File: config.mk
export PLATFORM = sky130hd
export DESIGN_NAME = periph_reset_seq
export DESIGN_NICKNAME = d
export VERILOG_FILES = /design/src/rtl/rst_seq_pkg.sv /design/src/rtl/tick_gen.sv /design/src/rtl/seq_channel.sv /design/src/rtl/periph_reset_seq.sv
export SDC_FILE = /design/constraint.sdc
export NUM_CORES = 1
export LEC_CHECK = 0
export ABC_CLOCK_PERIOD_IN_PS = 5700
export BUFFER_PORTS_ARGS = -buffer_cell sky130_fd_sc_hd__buf_2
export CAP_MARGIN = 0
export CELL_PAD_IN_SITES_DETAIL_PLACEMENT = 2
export CELL_PAD_IN_SITES_GLOBAL_PLACEMENT = 2
export CORE_MARGIN = 2
export CORE_UTILIZATION = 39
export CTS_CLUSTER_DIAMETER = 40
export DETAILED_ROUTE_END_ITERATION = 10
export HOLD_SLACK_MARGIN = 0.12
export PLACE_DENSITY = 0.9
export SYNTH_ARGS = -nofsm -noshare
export SYNTH_HDL_FRONTEND = slang
export SYNTH_SLANG_ARGS = --single-unit
File: constraint.sdc
create_clock -name clk -period 5.7 [get_ports clk]
set_clock_uncertainty 0.15 [all_clocks]
set_input_delay 1.14 -clock clk [delete_from_list [all_inputs] [get_ports clk]]
set_output_delay 1.14 -clock clk [all_outputs]
set_load 0.02 [all_outputs]
File: src/rtl/rst_seq_pkg.sv
package rst_seq_pkg;

  localparam int REG_W = 32;

  typedef enum logic [1:0] {
    SEQ_IDLE   = 2'd0,
    SEQ_GATE   = 2'd1,
    SEQ_HOLD   = 2'd2,
    SEQ_SETTLE = 2'd3
  } seq_state_e;

  // Bits of the control register that carry live state.
  function automatic logic [REG_W-1:0] live_mask(input int n_ch, input int done_lsb);
    logic [REG_W-1:0] m;
    m = '0;
    for (int i = 0; i < n_ch; i++) begin
      m[i]            = 1'b1;
      m[done_lsb + i] = 1'b1;
    end
    return m;
  endfunction

  // Next value of a sticky done flag: a completion wins over a clear.
  function automatic logic done_next(input logic cur, input logic set, input logic clr);
    return set | (cur & ~clr);
  endfunction

endpackage

File: src/rtl/tick_gen.sv
module tick_gen #(
  parameter int CYC_PER_TICK = 4
) (
  input  logic clk,
  input  logic rst_n,
  output logic tick
);
  localparam int CW = (CYC_PER_TICK > 1) ? $clog2(CYC_PER_TICK) : 1;
  localparam logic [CW-1:0] LAST = CW'(CYC_PER_TICK - 1);

  logic [CW-1:0] div_q;
  logic          wrap;

  assign wrap = (div_q == LAST);
  assign tick = wrap;

  always_ff @(posedge clk or negedge rst_n) begin
    if (!rst_n)    div_q <= '0;
    else if (wrap) div_q <= '0;
    else           div_q <= div_q + 1'b1;
  end


  tick_range_chk: assert property (@(posedge clk) disable iff (!rst_n)
    div_q <= LAST);

endmodule

File: src/rtl/seq_channel.sv
module seq_channel
  import rst_seq_pkg::*;
#(
  parameter int WIN_W = 8
) (
  input  logic             clk,
  input  logic             rst_n,
  input  logic             tick,
  input  logic             launch,
  input  logic [WIN_W-1:0] win_ticks,
  output logic             busy,
  output logic             finish,
  output logic             ch_rst,
  output logic             ch_clk_en
);

  seq_state_e       state_q, state_d;
  logic [WIN_W-1:0] cnt_q, win_q;
  logic             window_met;
  logic             counting;

  assign counting   = (state_q == SEQ_HOLD) || (state_q == SEQ_SETTLE);
  assign window_met = (cnt_q == win_q);
  assign finish     = (state_q == SEQ_SETTLE) && window_met;
  assign busy       = (state_q != SEQ_IDLE);
  assign ch_rst     = (state_q == SEQ_HOLD);
  assign ch_clk_en  = (state_q == SEQ_IDLE);

  always_comb begin
    state_d = state_q;
    unique case (state_q)
      SEQ_IDLE:   if (launch)     state_d = SEQ_GATE;
      SEQ_GATE:                   state_d = SEQ_HOLD;
      SEQ_HOLD:   if (window_met) state_d = SEQ_SETTLE;
      SEQ_SETTLE: if (window_met) state_d = SEQ_IDLE;
      default:                    state_d = SEQ_IDLE;
    endcase
  end

  always_ff @(posedge clk or negedge rst_n) begin
    if (!rst_n) begin
      state_q <= SEQ_IDLE;
      cnt_q   <= '0;
      win_q   <= '0;
    end else begin
      state_q <= state_d;
      if (state_q == SEQ_IDLE && launch) win_q <= win_ticks;
      if (!counting || window_met) cnt_q <= '0;
      else if (tick)               cnt_q <= cnt_q + 1'b1;
    end
  end


  gate_before_rst_chk: assert property (@(posedge clk) disable iff (!rst_n)
    $rose(ch_rst) |-> $past(!ch_clk_en));


  release_before_clk_chk: assert property (@(posedge clk) disable iff (!rst_n)
    $rose(ch_clk_en) |-> $past(!ch_rst));


  no_restart_chk: assert property (@(posedge clk) disable iff (!rst_n)
    (state_q == SEQ_GATE) |-> ($past(state_q) == SEQ_IDLE));


  cnt_bound_chk: assert property (@(posedge clk) disable iff (!rst_n)
    busy |-> (cnt_q <= win_q));


  win_hold_chk: assert property (@(posedge clk) disable iff (!rst_n)
    (busy && $past(busy)) |-> $stable(win_q));

endmodule

File: src/rtl/periph_reset_seq.sv
module periph_reset_seq
  import rst_seq_pkg::*;
#(
  parameter int NUM_CH       = 4,
  parameter int WIN_W        = 8,
  parameter int DONE_LSB     = 28,
  parameter int CYC_PER_TICK = 4
) (
  input  logic              clk,
  input  logic              rst_n,
  input  logic              reg_wr,
  input  logic [REG_W-1:0]  reg_wdata,
  output logic [REG_W-1:0]  reg_rdata,
  input  logic [WIN_W-1:0]  win_ticks,
  output logic [NUM_CH-1:0] ch_rst,
  output logic [NUM_CH-1:0] ch_clk_en
);

  localparam logic [REG_W-1:0] LIVE = live_mask(NUM_CH, DONE_LSB);

  logic              tick;
  logic [NUM_CH-1:0] launch, clear, fin, busy, done_q;

  tick_gen #(.CYC_PER_TICK(CYC_PER_TICK)) i_tick (
    .clk(clk), .rst_n(rst_n), .tick(tick)
  );

  for (genvar g = 0; g < NUM_CH; g++) begin : g_ch
    assign launch[g] = reg_wr & reg_wdata[g];
    assign clear[g]  = reg_wr & reg_wdata[DONE_LSB + g];

    seq_channel #(.WIN_W(WIN_W)) i_seq (
      .clk(clk), .rst_n(rst_n), .tick(tick),
      .launch(launch[g]), .win_ticks(win_ticks),
      .busy(busy[g]), .finish(fin[g]),
      .ch_rst(ch_rst[g]), .ch_clk_en(ch_clk_en[g])
    );

    always_ff @(posedge clk or negedge rst_n) begin
      if (!rst_n) done_q[g] <= 1'b0;
      else        done_q[g] <= done_next(done_q[g], fin[g], clear[g]);
    end


    finish_sets_done_chk: assert property (@(posedge clk) disable iff (!rst_n)
      fin[g] |=> (done_q[g] && !busy[g] && ch_clk_en[g]));


    done_clear_chk: assert property (@(posedge clk) disable iff (!rst_n)
      (clear[g] && !fin[g]) |=> !done_q[g]);


    done_keep_chk: assert property (@(posedge clk) disable iff (!rst_n)
      (!clear[g] && !fin[g]) |=> (done_q[g] == $past(done_q[g])));
  end

  always_comb begin
    reg_rdata = '0;
    for (int i = 0; i < NUM_CH; i++) begin
      reg_rdata[i]            = busy[i];
      reg_rdata[DONE_LSB + i] = done_q[i];
    end
  end


  rdata_unused_chk: assert property (@(posedge clk) disable iff (!rst_n)
    (reg_rdata & ~LIVE) == '0);

endmodule

# [After elaboration in Yosys (flattened, before gate mapping)]
# Cells that the tools add are included.
[op_classes] div=0 n_mul=0 n_reduce_logical=36 n_addsub=5 mux=25 n_shift=0 bitwise=20 order_cmp=0 eq_ne=29
[op_table] operator="$mux 8" n=8
[op_table] operator="$add 8x1->8 const B" n=4
[op_table] operator="$eq 8x8->1" n=4
[op_table] operator="$pmux 2 s4" n=4
[op_table] operator="$mux 2" n=13
[op_table] operator="$eq 2x2->1 const B" n=9
[op_table] operator="$ne 2x1->1 const B" n=8
[op_table] operator="$reduce_bool 2->1" n=8
[op_table] operator="$and 1x1->1" n=12
[op_table] operator="$reduce_and 3->1" n=4
[op_table] operator="$eq 2x1->1 const B" n=4
[op_table] operator="$logic_and 1x1->1" n=8
[op_table] operator="$logic_not 2->1" n=4
[op_table] operator="$logic_or 1x1->1" n=8
[op_table] operator="$ne 2x2->1 const B" n=4
[op_table] operator="$logic_not 1->1" n=4
[op_table] operator="$not 1->1" n=4
[op_table] operator="$or 1x1->1" n=4
[op_table] operator="$add 2x1->2 const B" n=1
[word_totals] regBits=78 memories=0 latchBits=0 rom_bits=0 mem_bits_rw=0 elab_cells=132 in_bits=43

# [Depth between registers and ports, before layout]
# Gate-level depths: netlist of the first run.
[logic_depth] word_depth=5 ltp_mapped=7

# [Hierarchy]
# Synthesis of the first run repeated with hierarchy kept, for this count alone.
[hier_totals] cells_unflattened=345 hier_area_um2=4119.0
[by_module_without_submodules] module="seq_channel" area_per_inst_um2=923.4 cells_per_inst=75 n_inst=4 seq_area_each_um2=450.4
[by_module_without_submodules] module="periph_reset_seq" area_per_inst_um2=359.1 cells_per_inst=41 n_inst=1 seq_area_each_um2=100.1
[by_module_without_submodules] module="tick_gen" area_per_inst_um2=66.3 cells_per_inst=4 n_inst=1 seq_area_each_um2=50.0

# [Worst setup path after synthesis of the first run]
# Ideal clock, no wire load.
[synth_path] path_kind="input-to-reg" start="input reg_wr" end="register g_ch[0].i_seq.state_q[1]" setup_slack_ns=3.400 path_buffers=1 required_time_ns=5.422 arrival_ns=2.023 path_stages=4 cell_sequence="clkbuf_1 nand2_1 a21boi_4 mux2_1"
[synth_via] elab_chain_len=3
[synth_lines] item="start: declaration" line="periph_reset_seq.sv:11" rtl="input logic reg_wr,"
[synth_lines] item="$and 1x1->1" line="periph_reset_seq.sv:29" rtl="assign launch[g] = reg_wr & reg_wdata[g];"
[synth_lines] item="$ne 2x1->1 (no source line)"
[synth_lines] item="$reduce_and 3->1 (no source line)"
[synth_lines] item="end signal: assignment" line="seq_channel.sv:46" rtl="state_q <= state_d;"
[synth_lines] item="end: declaration" line="seq_channel.sv:17" rtl="seq_state_e state_q, state_d;"
# No other way between the ends.
# A chain may end at the register's enable or synchronous reset.

# [Final worst setup path of the first run]
[layout_path] start="register g_ch[2].i_seq.state_q[0]" end="output reg_rdata[2]"
[layout_via] elab_chain_len=1
[layout_lines] item="start: declaration" line="seq_channel.sv:17"
[layout_lines] item="start signal: assignment" line="seq_channel.sv:46"
[layout_lines] item="$reduce_bool 2->1" line="seq_channel.sv:25" rtl="assign busy = (state_q != SEQ_IDLE);"
[layout_lines] item="end: declaration" line="periph_reset_seq.sv:13" rtl="output logic [REG_W-1:0] reg_rdata,"
# No other way between the ends.

==> metrics.yaml, run 1 <==
placement:
  port_buffers: 34
  gp_congestion: 0.746
  place_hpwl_microns: 7110
clock_network:
  worst_skew_pair.late_latency_ns: 0.36
  cts_post_setup_buffers_inserted: 0
  tritoncts: "built"
  clockRootBuffer: "clkbuf_8"
  max_root_sink_buffers: 2
  numCtsBuffers: 9
  clkTransAtPathRegs_ns: 0.08
  postCtsHoldBufs: 0
  post_cts_resized: 0
  numClockSinks: 78
  h-tree-depth: 3
run_status:
  outcome: "completed"
logic_synthesis:
  postSynthRegisterBits: 78
  synthesis.yosys.warnings: 0
  synth_edf_count: 0
  ys_async_sr_fraction: 1.00
  ys_seq_area_frac: 0.470
  post_synth_num_cell_types: 27
  post_synth_inst_count: 360
  ys.flop_type: "dfrtp_1"
  average_size_of_a_mapped_cell_sq_um: 11.5
  syn_area_sq_um: 4160
die:
  fp.dieArea_sq_um: 11500
  initial_utilization: 0.403
  pin_count: 83
  dieHeight_microns: 107
  rows: 37
  dieWidth_microns: 107
  core_area_sq_um: 10300
global_routing:
  gr-usage-all-layers: 0.182
  grt_pass1_wl_microns: 15800
  antenna_found_initial: 0
  number_of_global_route_vias_before_repair: 2980
  overflow: 0
  pin_count_of_the_biggest_net_entering_global_routing: 79
setup_path:
  endpoint_kind: "output pin"
  req_time_crit_path_ns: 4.41
  timing.reg2reg.setup_slack_ns: 3.33
  critical_path.startpoint_type: "flip-flop"
  crit_start: "g_ch[2].i_seq.state_q[0]$_DFFE_PN0P_"
  critical_r2r_launch: "g_ch[0].i_seq.cnt_q[5]$_DFFE_PN0P_"
  crit_path_max_fanout: 4
  critPathArrivalTime_ns: 1.40
  path_class: "reg2out"
power:
  cellPowerDensity_nw_per_um2: 459
  power_w: 0.00206
  power.share.switching: 0.377
  p_int_w: 0.00129
  seqPwrFrac: 0.409
  switchingPower_w: 0.000779
  comb_power_share: 0.383
  share_of_total_power_in_the_clock_network: 0.207
  leakagePower_nw: 2.21
  irDropWorstVdd_v: 0.000176
detailed_routing:
  remaining_drc_errors: 0
  dr.first_iter.drc_count: 53
  first_pass_iters: 4
  antenna_left: 0
  route.detailed.wl_per_inst_microns: 18.1
  viasPerCell: 4.92
  drt-total-wl_microns: 9580
  detailroute.via_count: 2605
worst_hold_path:
  holdCritStartpoint: "i_tick.div_q[0]$_DFF_PN0_"
  hold_path_class: "reg2reg"
timing:
  grt_setup_unrepaired: "false"
  finalHoldViolCount: 0
  post-route-period-util: 0.472
  worst-slew-pin-transition_ns: 0.984
  maxSlewViolCount: 0
  setup_viol_count_final: 0
  max_slew_margin: 0.344
  fin_crit_ns: 2.69
  fmaxAchievable_mhz: 372
  totalNegativeSetupSlack_ns: 0
final_layout:
  footprint_of_the_multi_input_gates_sq_um: 1960
  antennaDiodeCount: 0
  layout-drive-gt1-share: 0.237
  seq_area_sq_um: 1950
  layout.core_utilization: 0.436
  fin_nets: 452
  areaGrowthSynthToFinish_pct: 8.34
  n_fill_cell: 1071
job:
  max_cap_viol_count: 0
==> synth_stat cells (5+ instances only) <==
cell type	n	area [sq um]
dfrtp_1	78	1950
xor2_1	51	447
nor2_1	39	146
buf_4	36	270
mux2_2	32	360
ha_1	21	263
nand2_1	18	67.6
inv_1	12	45.0
nand4_1	11	68.8
mux2i_1	8	80.1
xnor2_1	8	70.1
nand3_1	7	35.0
and3_1	6	37.5
nor4_1	5	31.3
==> registers in the layout, summed over array words and instances (netlist names) <==
name                flops
g_ch.i_seq.cnt_q       32
g_ch.i_seq.win_q       32
g_ch.i_seq.state_q      8
reg_rdata               4
i_tick.div_q            2
==> cell type report <==
class                           instances  area share
Tap cell                              136      0.0378
Clock inverter                          4      0.0100
Clock buffer                           12      0.0345
Timing Repair Buffer                   35      0.0400
Inverter                               12      0.0100
Multi-Input combinational cell        252       0.434
Sequential cell                        78       0.433
==> logic make-up (layout without fill, tap and decap cells) <==
group | Yosys count | count (layout) | share of synthesized area
fa+ha+maj | 21 | 21 | 0.0632
flops | 78 | 78 | 0.470
xor+xnor | 59 | 59 | 0.124
mux | 44 | 44 | 0.117
compound gates | 14 | 14 | 0.0409
buf+inv | 53 | 63 | 0.0807
simple gates | 90 | 90 | 0.104
other cells | 1 | 24 | 0.000902
==> power groups by stage <==
stage / logic (W) / clock network (W) / registers (W)
detailed placement: 0.000800 / 0 / 0.000857
global route: 0.000877 / 0.000464 / 0.000867
finish: 0.000791 / 0.000428 / 0.000845
global placement: 0.000733 / 0 / 0.000837
CTS: 0.000808 / 0.000439 / 0.000848
floorplan: 0.000669 / 0 / 0.000815
==> path summary, 6_finish.rpt <==
kind,cells after the start,to
max reg2reg,5,g_ch[0].i_seq.state_q[1]$_DFFE_PN0P_
min reg2reg,1,i_tick.div_q[0]$_DFF_PN0_
min in group asynchronous,1,g_ch[1].i_seq.state_q[0]$_DFFE_PN0P_
max,4,reg_rdata[2]
min,1,i_tick.div_q[0]$_DFF_PN0_
max in group asynchronous,1,g_ch[0].i_seq.state_q[1]$_DFFE_PN0P_
==> metal layers <==
layer | part of all wire | routed length [microns] | vias up | GRT usage
li1 | - | - | 1203 | -
met1 | 0.43 | 4080 | 1348 | 0.217
met2 | 0.53 | 5090 | 42 | 0.325
met3 | 0.029 | 278 | 12 | 0.0365
met4 | 0.014 | 131 | 0 | 0.0631
met5 | 0 | 0 | - | 0
==> metrics by stage <==
step | std cells | instance area, sq um | hold WS, ns | worst slack [ns]
5_1_grt | 529 | 4500 | 0.314 | 2.94
3_5_place_dp | 513 | 4300 | 0.281 | 3.13
2_1_floorplan | 383 | 4240 | 0.253 | 3.40
6_report | 529 | 4500 | 0.290 | 3.01
3_3_place_gp | 513 | 4300 | 0.264 | 3.25
4_1_cts | 529 | 4500 | 0.292 | 3.00
==> cells in the final DEF, fill, tap and decap left out, drive strengths merged, types with 11 or more instances in the layout <==
cell type  netlist  layout
mux2            36      36
nand4           11      11
buf             38      35
nand2           18      18
conb             1      24
xor2            51      51
clkbuf           3      12
nor2            39      39
dfrtp           78      78
ha              21      21
inv             12      12
==> worst max-delay path, stage by stage, from the launching register on <==
cell	delay (ns)
dfrtp_1	0.40
inv_1	0.14
ha_1	0.28
inv_1	0.05
buf_2	0.16
(Power assumes the default switching activity.)
==> run 2, diff against run 1 <==
Settings changed: ABC_CLOCK_PERIOD_IN_PS 5700 to 2300, CORE_UTILIZATION 39 to 32, PLACE_DENSITY 0.9 to 0.79.
Clock period 5.7 ns to 2.3 ns, I/O delays scaled along.
==> run 2 against run 1 <==
Sequential cell count unchanged; global-route usage is 3.2 points lower; first-iteration DRC count is 15% lower; core utilization down 5.8 points; wire length increased by 2.2%; register-to-register slack got worse by 3.2 ns; count of clock-buffer cells in the layout up 1; final cell count grew 9.1%; via count up 1.9%; clock power rose to 3.7 times the previous value; die area up 21%; power rose to 2.8 times the previous value; critical path type is now reg2reg.
==> metrics.yaml, run 2 (synthesis results as in run 1) <==
detailed_routing:
  viasPerCell: 4.60
  wl_met1_microns: 4180
  drt-total-wl_microns: 9790
  dr.first_iter.drc_count: 45
  route.detailed.wl_per_inst_microns: 17.0
  top_layer: "met4"
  dr_wl_met3_microns: 215
  met2WireLength_microns: 5230
  first_pass_iters: 4
  remaining_drc_errors: 0
  antenna_left: 0
  detailroute.via_count: 2654
run_status:
  outcome: "completed"
global_routing:
  gr-usage-all-layers: 0.150
  pin_count_of_the_biggest_net_entering_global_routing: 46
  antenna_found_initial: 0
  number_of_global_route_vias_before_repair: 3113
  overflow: 0
  grt_pass1_wl_microns: 16400
clock_network:
  h-tree-depth: 3
  clkTransAtPathRegs_ns: 0.06
  numClockSinks: 78
  post_cts_resized: 0
  max_root_sink_buffers: 2
  tritoncts: "built"
  worst_skew_pair.late_latency_ns: 0.33
  clockRootBuffer: "clkbuf_16"
  numCtsBuffers: 9
timing:
  finalHoldViolCount: 0
  fin_crit_ns: 2.15
  totalNegativeSetupSlack_ns: 0
  fmaxAchievable_mhz: 465
  worst_slack_ns: 0.150
  grt_setup_unrepaired: "false"
  post-route-period-util: 0.935
  setup_viol_count_final: 0
  maxSlewViolCount: 0
setup_path:
  rr_endpoint: "g_ch[2].i_seq.state_q[1]$_DFFE_PN0P_"
  path_depth: 6
  number_of_buffers_and_inverters_on_the_critical_path: 1
  critical_path.startpoint_type: "flip-flop"
  crit_start: "g_ch[2].i_seq.cnt_q[5]$_DFFE_PN0P_"
  critPathArrivalTime_ns: 2.22
  path_class: "reg2reg"
  req_time_crit_path_ns: 2.37
  timing.reg2reg.worst_path_depth: 6
  crit_chain: "xor2_1, nor4_1, buf_4, o2bb2ai_2, a21boi_4, mux2_1"
  critical_path_cell_with_the_highest_stage_delay: "dfrtp_1"
  crit_path_max_fanout: 4
  critical_r2r_launch: "g_ch[2].i_seq.cnt_q[5]$_DFFE_PN0P_"
  max_stage_delay_ns: 0.43
  crit_path_leading_delay_family: "flip-flops"
  timing.reg2reg.setup_slack_ns: 0.15
  endpoint_kind: "flip-flop"
  setup.worst_path.end: "g_ch[2].i_seq.state_q[1]$_DFFE_PN0P_"
final_layout:
  fin_nets: 464
  n_fill_cell: 1344
  seq_area_sq_um: 1950
  antennaDiodeCount: 0
  mostFrequentLayoutCells: "dfrtp_1, xor2_1, nor2_1"
  design_area_sq_um: 4790
  layout-drive-gt1-share: 0.257
  reg_top3: "g_ch.i_seq.cnt_q: 32 flops, g_ch.i_seq.win_q: 32 flops, g_ch.i_seq.state_q: 8 flops"
  most_common_cell_after_layout_fill_and_taps_aside: "dfrtp_1"
  footprint_of_the_multi_input_gates_sq_um: 1960
  areaGrowthSynthToFinish_pct: 15.2
die:
  initial_utilization: 0.328
  dieHeight_microns: 118
  pin_count: 83
  fp.dieArea_sq_um: 13900
  core_area_sq_um: 12700
  rows: 41
  dieWidth_microns: 118
worst_hold_path:
  hold_path_class: "in2reg"
  holdCritStartpoint: "reg_wdata[30]"
placement:
  port_buffers: 34
  dp_slack_ns: 0.203
  place_hpwl_microns: 7050
  cell_area_placed_sq_um: 4440
  gp_congestion: 0.781
power:
  irDropWorstVdd_v: 0.000429
  cellPowerDensity_nw_per_um2: 1210
  leakagePower_nw: 2.33
job:
  max_cap_viol_count: 0
[run 2: cell count changes in the layout (fill, tap and decap cells not counted), sizes merged]
cell / delta
buf: +11
clkinv: -2
bufinv: +1
clkbuf: +1
dlygate4sd3: +1
[run 2: area by class of cell]
cell class                 count  share of cell area
sequential                    78               0.408
tap                          172              0.0449
multi-input combinational    252               0.408
clock buffer                  13              0.0564
inverter                      12             0.00941
timing repair buffer          47              0.0596
clock inverter                 3              0.0136
[run 2: metal layers]
metal,track usage,vias up
li1,-,1226
met1,0.182,1380
met2,0.268,37
met3,0.0223,11
met4,0.0565,0
met5,0,-
[run 2: per-stage QoR]
step / instances / total power, W / hold WS, ns / utilization
after floorplan: 383 / 0.00368 / 0.0144 / -
after global placement: 560 / 0.00404 / 0.267 / 0.351
after detailed placement: 560 / 0.00422 / 0.274 / 0.351
after CTS: 577 / 0.00587 / 0.264 / 0.378
after global routing: 577 / 0.00615 / 0.294 / 0.378
final: 577 / 0.00579 / 0.269 / 0.378
[run 2: report_power, final]
| group | internal [W] | switching, W | leakage (nW) |
|---|---|---|---|
| Combinational | 0.000963 | 0.00114 | 1.16 |
| Sequential | 0.00177 | 0.000320 | 1.00 |
| Clock | 0.00104 | 0.000560 | 0.166 |
[run 2: timing repair]
action | 4_1_cts | 5_1_grt
hold endpoints to repair | 33 | 0
hold buffers | 1 | 0
setup buffers | 0 | 0
[run 2: how the worst min path moves through the flow]
| stage | endpoint | slack [ns] | cells past startpoint |
|---|---|---|---|
| after floorplan | g_ch[0].i_seq.cnt_q[0]$_DFFE_PN0P_ | 0.01 | 0 |
| after global placement | i_tick.div_q[0]$_DFF_PN0_ | 0.27 | 1 |
| after detailed placement | i_tick.div_q[0]$_DFF_PN0_ | 0.27 | 1 |
| after CTS | reg_rdata[30]$_DFF_PN0_ | 0.26 | 3 |
| after global routing | reg_rdata[28]$_DFF_PN0_ | 0.29 | 3 |
| final | reg_rdata[30]$_DFF_PN0_ | 0.27 | 3 |
[run 2: worst reg2reg max path, stage by stage, from the launching register on]
cell and delay (ns):
dfrtp_1 0.43, xor2_1 0.19, nor4_1 0.40, buf_4 0.20, o2bb2ai_2 0.11, a21boi_4 0.23
mux2_1 0.33
==> run 3, diff against run 2 <==
Settings changed: ABC_CLOCK_PERIOD_IN_PS 2300 to 2500, CORE_UTILIZATION 32 to 39, PLACE_DENSITY 0.79 to 0.9, SKIP_CTS_REPAIR_TIMING set to 1.
Clock period 2.3 ns to 2.5 ns, I/O delays scaled along.
==> run 3 against run 2 <==
Register-to-register slack improved by 0.14 ns; sequential cell count is the same; combinational power down 9%; first-iteration DRC count rose by 71%; sequential power fell by 7%; count of clock-buffer cells in the layout is 2 lower; global-route usage increased by 4.9 points; wire length increased by 6.0%; largest cell class unchanged.
==> metrics.yaml, run 3 (synthesis results as in run 1) <==
run_status:
  outcome: "completed"
setup_path:
  crit_path_leading_delay_family: "compound AO/OA/AOI/OAI gates"
  critPathArrivalTime_ns: 2.32
  crit_chain: "xor2_1, nor4_2, o2bb2ai_2, a21boi_2, mux2_1"
  critical_path_cell_with_the_highest_stage_delay: "dfrtp_1"
  number_of_buffers_and_inverters_on_the_critical_path: 0
  path_class: "reg2reg"
  crit_path_max_fanout: 9
  critical_path.startpoint_type: "flip-flop"
  req_time_crit_path_ns: 2.61
  endpoint_kind: "flip-flop"
  max_stage_delay_ns: 0.44
placement:
  gp_congestion: 0.769
  dp_cells: 520
  place_hpwl_microns: 7790
  port_buffers: 34
power:
  share_of_total_power_in_the_clock_network: 0.201
  seqPwrFrac: 0.402
  switchingPower_w: 0.00185
  power.share.switching: 0.385
  irDropWorstVdd_v: 0.000391
  leakagePower_nw: 2.24
  p_int_w: 0.00296
  comb_power_share: 0.397
  cellPowerDensity_nw_per_um2: 1050
global_routing:
  antenna_found_initial: 0
  number_of_global_route_vias_before_repair: 3175
  overflow: 0
  grt_pass1_wl_microns: 17000
  gr-usage-all-layers: 0.199
  pin_count_of_the_biggest_net_entering_global_routing: 34
timing:
  setup_viol_count_final: 0
  totalNegativeSetupSlack_ns: 0
  fin_crit_ns: 2.21
  worst-slew-pin-transition_ns: 0.585
  grt_setup_unrepaired: "false"
  maxSlewViolCount: 0
  post-route-period-util: 0.884
  max_slew_margin: 0.606
  finalHoldViolCount: 0
  fmaxAchievable_mhz: 452
worst_hold_path:
  hold_path_class: "in2reg"
final_layout:
  most_common_cell_after_layout_fill_and_taps_aside: "dfrtp_1"
  antennaDiodeCount: 0
  fin_nets: 460
  non_filler_cells_final: 536
  areaGrowthSynthToFinish_pct: 9.87
  layout-drive-gt1-share: 0.248
  reg_top3: "g_ch.i_seq.cnt_q: 32 flops, g_ch.i_seq.win_q: 32 flops, g_ch.i_seq.state_q: 8 flops"
  mostFrequentLayoutCells: "dfrtp_1, xor2_1, nor2_1"
  n_fill_cell: 1066
clock_network:
  max_root_sink_buffers: 2
  h-tree-depth: 3
  worst_skew_pair.late_latency_ns: 0.37
  tritoncts: "built"
  numCtsBuffers: 9
  clkTransAtPathRegs_ns: 0.09
  numClockSinks: 78
  clockRootBuffer: "clkbuf_8"
detailed_routing:
  dr.first_iter.drc_count: 77
  met2WireLength_microns: 5610
  remaining_drc_errors: 0
  wl_met1_microns: 4130
  first_pass_iters: 4
  drt-total-wl_microns: 10400
  antenna_left: 0
  detailroute.via_count: 2695
  route.detailed.wl_per_inst_microns: 19.4
  top_layer: "met4"
  dr_wl_met3_microns: 334
  viasPerCell: 5.03
die:
  dieWidth_microns: 107
  dieHeight_microns: 107
  fp.dieArea_sq_um: 11500
  core_area_sq_um: 10300
  initial_utilization: 0.403
  rows: 37
  pin_count: 83
job:
  max_cap_viol_count: 0
run 3: cell types whose count changed in the layout (fill, tap and decap cells not counted):
cell and delta:
clkbuf_16 -9, clkbuf_8 +7, buf_4 -4, bufinv_16 -1
clkinv_2 +1, clkinvlp_4 +1
run 3: area by class of cell:
cell class | count | area [sq um] | area share
multi-input combinational | 252 | 1960 | 0.428
sequential | 78 | 1950 | 0.427
timing repair buffer | 43 | 255 | 0.0559
tap | 136 | 170 | 0.0373
clock buffer | 11 | 141 | 0.0310
clock inverter | 4 | 47.5 | 0.0104
inverter | 12 | 45.0 | 0.00986
run 3: path summary, 6_finish.rpt:
path / startpoint / to / slack, ns / depth (start not counted)
min: reg_wdata[31] / reg_rdata[31]$_DFF_PN0_ / 0.27 / 3
min in group asynchronous: rst_n / reg_rdata[29]$_DFF_PN0_ / 0.45 / 2
max reg2reg: g_ch[3].i_seq.cnt_q[5]$_DFFE_PN0P_ / g_ch[3].i_seq.state_q[1]$_DFFE_PN0P_ / 0.29 / 5
max: g_ch[3].i_seq.cnt_q[5]$_DFFE_PN0P_ / g_ch[3].i_seq.state_q[1]$_DFFE_PN0P_ / 0.29 / 5
min reg2reg: i_tick.div_q[1]$_DFF_PN0_ / i_tick.div_q[1]$_DFF_PN0_ / 0.33 / 1
max in group asynchronous: rst_n / g_ch[1].i_seq.cnt_q[0]$_DFFE_PN0P_ / 1.15 / 3
run 3: per-layer routing:
layer / track usage / vias to the layer above
li1: - / 1222
met1: 0.223 / 1391
met2: 0.360 / 62
met3: 0.0359 / 20
met4: 0.0974 / 0
met5: 0 / -
run 3: power by group through the flow:
stage | Sequential (W) | Combinational, W | Clock (W)
2_1_floorplan | 0.00186 | 0.00152 | 0
3_3_place_gp | 0.00191 | 0.00175 | 0
3_5_place_dp | 0.00196 | 0.00193 | 0
4_1_cts | 0.00194 | 0.00195 | 0.000983
5_1_grt | 0.00198 | 0.00213 | 0.00104
6_report | 0.00194 | 0.00191 | 0.000966
run 3: per-stage QoR:
stage,instance area (sq um),power [W],setup slack [ns],hold WS [ns],util
5_1_grt,4570,0.00515,0.134,0.272,0.442
4_1_cts,4560,0.00488,0.263,-0.0881,0.441
3_3_place_gp,4370,0.00366,0.339,0.264,0.423
2_1_floorplan,4240,0.00338,0.490,0.0544,-
6_report,4570,0.00481,0.289,0.270,0.442
3_5_place_dp,4370,0.00389,0.234,0.311,0.423
run 3: tightest hold or removal path, delay by kind of cell:
family	cells	cell delay (ns)
AOI/OAI and AO/OA	1	0.11
buffers and inverters	1	0.10
and+or+nand+nor	1	0.05
